--- src/rtl/ir_tx_pkg.sv ---
// Package: shared types for the infrared transmit block.
// Assumes a 2-bit write selector; the encodings are part of the register map.
package ir_tx_pkg;

    typedef enum logic [1:0] {
        SEL_LOW_W  = 2'd0,
        SEL_HIGH_W = 2'd1,
        SEL_TIMER  = 2'd2,
        SEL_CTRL   = 2'd3
    } wr_sel_e;

    typedef struct packed {
        logic car_off;
        logic out_en;
    } ctrl_t;

    localparam ctrl_t CTRL_RESET = '{car_off: 1'b1, out_en: 1'b0};

endpackage

--- src/rtl/ir_tx_regs.sv ---
// Module: ir_tx_regs
// Holds the two phase widths and the control flags, and turns a timer
// write into a load strobe. Assumes one-clock write strobes. The
// carrier-disable bit is the top bit of the write data word.
module ir_tx_regs
    import ir_tx_pkg::*;
#(
    parameter int PHASE_W = 8,
    parameter int TMR_W   = 9,
    parameter int DATA_W  = 10
) (
    input  logic               clk,
    input  logic               rst_n,
    input  logic               wr_en,
    input  logic [1:0]         wr_sel,
    input  logic [DATA_W-1:0]  wr_data,
    output logic [PHASE_W-1:0] lo_width,
    output logic [PHASE_W-1:0] hi_width,
    output ctrl_t              ctrl,
    output logic               tmr_load,
    output logic [TMR_W-1:0]   tmr_load_val
);

    localparam int DIS_BIT = DATA_W - 1;

    wr_sel_e sel;

    // Purpose: view the raw selector as the register-map enum.
    assign sel = wr_sel_e'(wr_sel);

    // Purpose: timer load strobe and value go straight to the timer.
    assign tmr_load     = wr_en && (sel == SEL_TIMER);
    assign tmr_load_val = wr_data[TMR_W-1:0];

    // Purpose: capture width and control writes.
    always_ff @(posedge clk) begin
        if (!rst_n) begin
            lo_width <= '0;
            hi_width <= '0;
            ctrl     <= CTRL_RESET;
        end else if (wr_en) begin
            case (sel)
                SEL_LOW_W:  lo_width <= wr_data[PHASE_W-1:0];
                SEL_HIGH_W: begin
                    hi_width     <= wr_data[PHASE_W-1:0];
                    ctrl.car_off <= wr_data[DIS_BIT];
                end
                SEL_CTRL:   ctrl.out_en <= wr_data[0];
                default:    ;
            endcase
        end
    end

endmodule

--- src/rtl/ir_env_timer.sv ---
// Module: ir_env_timer
// Envelope down counter. A load takes priority over counting. The count
// decrements on each tick while it is nonzero and rests at zero. Assumes
// tick_en is a single-clock timebase pulse (or held high for full rate).
module ir_env_timer #(
    parameter int TMR_W = 9
) (
    input  logic             clk,
    input  logic             rst_n,
    input  logic             load,
    input  logic [TMR_W-1:0] load_val,
    input  logic             tick_en,
    output logic [TMR_W-1:0] count,
    output logic             running
);

    // Purpose: load, decrement or hold the envelope count.
    always_ff @(posedge clk) begin
        if (!rst_n) begin
            count <= '0;
        end else if (load) begin
            count <= load_val;
        end else if (tick_en && (count != '0)) begin
            count <= count - 1'b1;
        end
    end

    // Purpose: running means the envelope is still open.
    assign running = (count != '0);

endmodule

--- src/rtl/ir_carrier_gen.sv ---
// Module: ir_carrier_gen
// Carrier oscillator with separate high and low phase widths (value+1
// clocks each). The width of a phase is latched when that phase begins,
// so a width change never cuts a phase short. While not gated it parks in
// the high phase, so every burst starts high.
module ir_carrier_gen #(
    parameter int PHASE_W = 8
) (
    input  logic               clk,
    input  logic               rst_n,
    input  logic               gate,
    input  logic [PHASE_W-1:0] hi_width,
    input  logic [PHASE_W-1:0] lo_width,
    output logic               car_hi
);

    localparam int CNT_W = PHASE_W + 1;

    logic [CNT_W-1:0]   cnt;
    logic [PHASE_W-1:0] cur_len;
    logic               at_end;

    // Purpose: detect the last clock of the current phase.
    assign at_end = (cnt == {1'b0, cur_len});

    // Purpose: step the phase counter and flip phase at each boundary.
    always_ff @(posedge clk) begin
        if (!rst_n) begin
            car_hi  <= 1'b1;
            cnt     <= '0;
            cur_len <= '0;
        end else if (!gate) begin
            car_hi  <= 1'b1;
            cnt     <= '0;
            cur_len <= hi_width;
        end else if (at_end) begin
            car_hi  <= !car_hi;
            cnt     <= '0;
            cur_len <= car_hi ? lo_width : hi_width;
        end else begin
            cnt     <= cnt + 1'b1;
        end
    end

endmodule

--- src/rtl/ir_out_sel.sv ---
// Module: ir_out_sel
// Chooses what REM and LED show from the control flags, the envelope
// state and the carrier phase. Purely combinational; all inputs are
// register outputs, so the pins change only just after a clock edge.
module ir_out_sel (
    input  logic out_en,
    input  logic car_off,
    input  logic running,
    input  logic car_hi,
    output logic rem,
    output logic led
);

    // Purpose: gated carrier, plain level or quiet, per the flags.
    always_comb begin
        rem = 1'b0;
        led = 1'b0;
        if (out_en && running) begin
            led = 1'b1;
            rem = car_off ? 1'b1 : car_hi;
        end
    end

endmodule

--- src/rtl/ir_carrier_envelope.sv ---
// Module: ir_carrier_envelope
// Top of the infrared transmit waveform generator: register file,
// envelope timer, carrier oscillator and output selection. Assumes a
// single clock, synchronous active-low reset, and an external prescaled
// tick for the envelope timer.
module ir_carrier_envelope
    import ir_tx_pkg::*;
#(
    parameter int PHASE_W = 8,
    parameter int TMR_W   = 9,
    localparam int DATA_W = ((PHASE_W + 2) > TMR_W) ? (PHASE_W + 2) : TMR_W
) (
    input  logic              clk,
    input  logic              rst_n,
    input  logic              wr_en,
    input  logic [1:0]        wr_sel,
    input  logic [DATA_W-1:0] wr_data,
    input  logic              tick_en,
    output logic              rem_out,
    output logic              led_out,
    output logic              tmr_idle,
    output logic [TMR_W-1:0]  tmr_value
);

    logic [PHASE_W-1:0] lo_width;
    logic [PHASE_W-1:0] hi_width;
    ctrl_t              ctrl;
    logic               tmr_load;
    logic [TMR_W-1:0]   tmr_load_val;
    logic               running;
    logic               car_gate;
    logic               car_hi;

    ir_tx_regs #(
        .PHASE_W (PHASE_W),
        .TMR_W   (TMR_W),
        .DATA_W  (DATA_W)
    ) u_regs (
        .clk          (clk),
        .rst_n        (rst_n),
        .wr_en        (wr_en),
        .wr_sel       (wr_sel),
        .wr_data      (wr_data),
        .lo_width     (lo_width),
        .hi_width     (hi_width),
        .ctrl         (ctrl),
        .tmr_load     (tmr_load),
        .tmr_load_val (tmr_load_val)
    );

    ir_env_timer #(
        .TMR_W (TMR_W)
    ) u_timer (
        .clk      (clk),
        .rst_n    (rst_n),
        .load     (tmr_load),
        .load_val (tmr_load_val),
        .tick_en  (tick_en),
        .count    (tmr_value),
        .running  (running)
    );

    // Purpose: run the carrier only while it is wanted on REM.
    assign car_gate = running && ctrl.out_en && !ctrl.car_off;

    ir_carrier_gen #(
        .PHASE_W (PHASE_W)
    ) u_carrier (
        .clk      (clk),
        .rst_n    (rst_n),
        .gate     (car_gate),
        .hi_width (hi_width),
        .lo_width (lo_width),
        .car_hi   (car_hi)
    );

    ir_out_sel u_out (
        .out_en  (ctrl.out_en),
        .car_off (ctrl.car_off),
        .running (running),
        .car_hi  (car_hi),
        .rem     (rem_out),
        .led     (led_out)
    );

    // Purpose: status for a polling controller.
    assign tmr_idle = !running;

endmodule

--- config.mk ---
export PLATFORM = sky130hd
export DESIGN_NAME = ir_carrier_envelope
export DESIGN_NICKNAME = d
export VERILOG_FILES = /design/src/rtl/ir_tx_pkg.sv /design/src/rtl/ir_tx_regs.sv /design/src/rtl/ir_env_timer.sv /design/src/rtl/ir_carrier_gen.sv /design/src/rtl/ir_out_sel.sv /design/src/rtl/ir_carrier_envelope.sv
export SDC_FILE = /design/constraint.sdc
export NUM_CORES = 1
export LEC_CHECK = 0
export CAP_MARGIN = 10
export CELL_PAD_IN_SITES_DETAIL_PLACEMENT = 0
export CELL_PAD_IN_SITES_GLOBAL_PLACEMENT = 1
export CORE_ASPECT_RATIO = 0.9
export CORE_MARGIN = 10
export CORE_UTILIZATION = 30
export DETAILED_ROUTE_END_ITERATION = 8
export DONT_BUFFER_PORTS = 1
export PLACE_DENSITY_LB_ADDON = 0.12
export SLEW_MARGIN = 30
export SYNTH_ARGS = -nofsm -noshare
export SYNTH_HDL_FRONTEND = slang
export SYNTH_HIERARCHICAL = 1
export SYNTH_SLANG_ARGS = --single-unit
--- constraint.sdc ---
create_clock -name clk -period 2.1 [get_ports clk]
set_clock_uncertainty 0.15 [all_clocks]
set_input_delay 0.315 -clock clk [delete_from_list [all_inputs] [get_ports clk]]
set_output_delay 0.315 -clock clk [all_outputs]
set_load 0.03 [all_outputs]
==> results.tsv <==
metric	value	unit
critPathSlowestCell	or4_1	
min_path_type	input pin to flip-flop	
grt_overflow	0	
slew-limit-headroom	69.3	%
ir_drop	0.276	mV
finalNonFillerCells	349	
comb_power_share	26.0	%
crit_arrival	1.99	ns
io_pins	28	
die-area	11600	um^2
setup_viol	0	
design_area	2610	um^2
fmax	509	MHz
cp_cell_sequence	buf_4 -> or4_1 -> o311ai_0 -> a21boi_0	
maxCapViolations	0	
multi_input_area	1280	um^2
start_kind	flip-flop	
ys_dominant_reg_cell	dfxtp_1	
place_congestion	0.722	
start_util	30.6	%
root_buffer	clkbuf_8	
initialDrtViolationCount	33	
antenna_cells	0	
switching_share	31.5	%
pwr-share-seq	42.5	%
path_max_fanout	7	
post-cts-setup-buffers	0	
htreeDepth	2	
powerDensity	847	nW/um^2
drcViolationCount	0	
ys_warn_count	6	
wirelength	5630	um
crit_path_max_incr_delay	0.67	ns
grtUsageTotal	9.93	%
rows	30	
areaGrowthSynthToFinish	13.4	%
power.leakage	0.00111	uW
path_class	flip-flop to flip-flop	
clock_latency	0.29	ns
die-height	103	um
worst-path-buf-inv	1	
place_ws	0.144	ns
viasPerCell	4.85	
yosysSeqAreaShare	39.2	%
final-hold-violation-count	0	
seqCellArea	902	um^2
detail-route-antenna-nets	0	
fill_cells	804	
hpwl	4220	um
syn_area	2300	um^2
tightest_slew	0.460	ns
io_buffer_count	0	
synth_edf_count	0	
core_area	7510	um^2
grt_start_max_net_pins	43	
place_area	2450	um^2
async_flop_share	0	%
cts_made_buffers	5	
crit_required	2.12	ns
drive_above_1_share	16.2	%
fin_nets	270	
postSynthAreaPerCell	9.31	um^2
clockPowerShare	31.5	%
die_x	112	um
drv_slew	0	
synth_cell_types	55	
worst_setup_path_end_kind	flip-flop	
rsz0062_at_grt	no	
hold_ws	0.0145	ns
cts.path.max_buffers	2	
antenna_found_initial	0	
wl_per_cell	16.1	um
syn_nets	265	
grt_pass1_vias	1663	
ys_seq_elements	45	
p_int	1510	uW
path_delay_family	simple AND/OR/NAND/NOR gates	
dr.pass1.iters	4	
p_switching	696	uW
clk_pin_slew	0.09	ns
cts_tree	built	
via_count	1694	
setup_ws	0.134	ns
grt_pass1_wl	9260	um
status	complete, no violations	
fin_crit_sh	93.6	%
min_period	1.97	ns
placedCellCount	340	
synth_cells	247	
cts_sinks	45	
[synthesized netlist by cell type (2+ instances only)]
master	count	share of area, %
a211oi_1	2	0.65
a21oi_1	2	0.44
a221oi_1	8	3.0
a31o_2	2	0.76
and3_1	2	0.54
and3b_2	2	0.87
buf_2	5	1.1
buf_4	10	3.3
clkbuf_1	4	0.65
dfxtp_1	45	39
ha_1	2	1.1
inv_1	8	1.3
mux2i_1	26	11
nand2_1	29	4.7
nand2b_1	2	0.54
nand3_1	10	2.2
nand4b_1	2	0.76
nor2_1	17	2.8
nor2b_1	9	2.4
nor3b_1	2	0.65
o211ai_1	5	1.6
o21ai_0	5	1.1
o311ai_1	2	0.76
or3b_1	2	0.76
or4_1	2	0.65
xnor2_1	4	1.5
xor2_1	10	3.8
[cells in the final DEF, fill, tap and decap left out, types with 3 or more instances in the layout]
cell type   n
inv_1       8
xor2_1     10
nand2_1    29
mux2i_1    26
a221oi_1    5
o211ai_1    5
a221oi_2    3
o21ai_0     5
nor2b_1     9
nand3_1    10
dfxtp_1    44
clkbuf_8    6
nor2_1     17
xnor2_1     4
buf_4      16
[final cells by class]
type                    count  share of cell area [%]
flip-flops and latches     45                    34.6
clock buffers               6                    3.17
well taps                  96                    4.61
repair buffers             18                    5.76
clock inverters             2                    1.44
inverters                   9                    1.30
multi-input cells         173                    49.1
[worst paths after layout]
check,depth (start not counted),from,endpoint,slack (ns)
worst max-delay path,4,u_timer/count[5]$_SDFFE_PN0P_,u_timer/count[8]$_SDFFE_PN0P_,0.13
worst min-delay path,2,rst_n,u_regs/hi_width[1]$_SDFFE_PN0P_,0.01
worst max register to register,4,u_timer/count[5]$_SDFFE_PN0P_,u_timer/count[8]$_SDFFE_PN0P_,0.13
worst min register to register,2,u_regs/lo_width[7]$_SDFFE_PN0P_,u_regs/lo_width[7]$_SDFFE_PN0P_,0.31
[flip-flops by register name, indices dropped and copies added (netlist names)]
| name | count |
|---|---|
| u_regs/hi_width | 8 |
| u_timer/count | 9 |
| u_regs/ctrl | 2 |
| u_carrier/car_hi | 1 |
| u_carrier/cnt | 9 |
| u_regs/lo_width | 8 |
| u_carrier/cur_len | 8 |
[metal layers]
metal,GRT usage [%],vias up,part of all wire (%)
li1,-,883,-
met1,12.6,788,49
met2,16.0,21,46
met3,3.08,2,4.8
met4,2.63,0,0.41
met5,0,-,0
[power by group through the flow]
stage | combinational, uW | clock (uW) | sequential [uW]
after floorplan | 330 | 0 | 1050
after global placement | 582 | 0 | 960
after detailed placement | 576 | 0 | 960
after CTS | 581 | 723 | 940
after global routing | 633 | 747 | 947
final | 574 | 696 | 939
[logic make-up (layout without fill, tap and decap cells)]
group           Yosys count  in the layout  share of synthesized area (%)
flops                    45             45                           39.2
mux                      26             26                           11.3
simple gates             92             92                           22.7
compound gates           38             38                           12.7
xor+xnor                 15             15                           6.04
fa+ha+maj                 2              2                           1.09
buf+inv                  29             35                           6.96
[per-stage QoR]
| stage | setup TNS [ns] | total power (uW) | utilization, % |
|---|---|---|---|
| after floorplan | -0.248 | 1380 | - |
| after global placement | 0 | 1540 | 32.6 |
| after detailed placement | 0 | 1540 | 32.6 |
| after CTS | 0 | 2240 | 34.4 |
| after global routing | 0 | 2330 | 34.7 |
| final | 0 | 2210 | 34.7 |
[what timing repair did]
item                       4_1_cts  5_1_grt
resized for setup                0        4
hold endpoints to repair         3        0
setup endpoints to repair        0        3
hold buffers                     1        0
(Power assumes the default switching activity.)
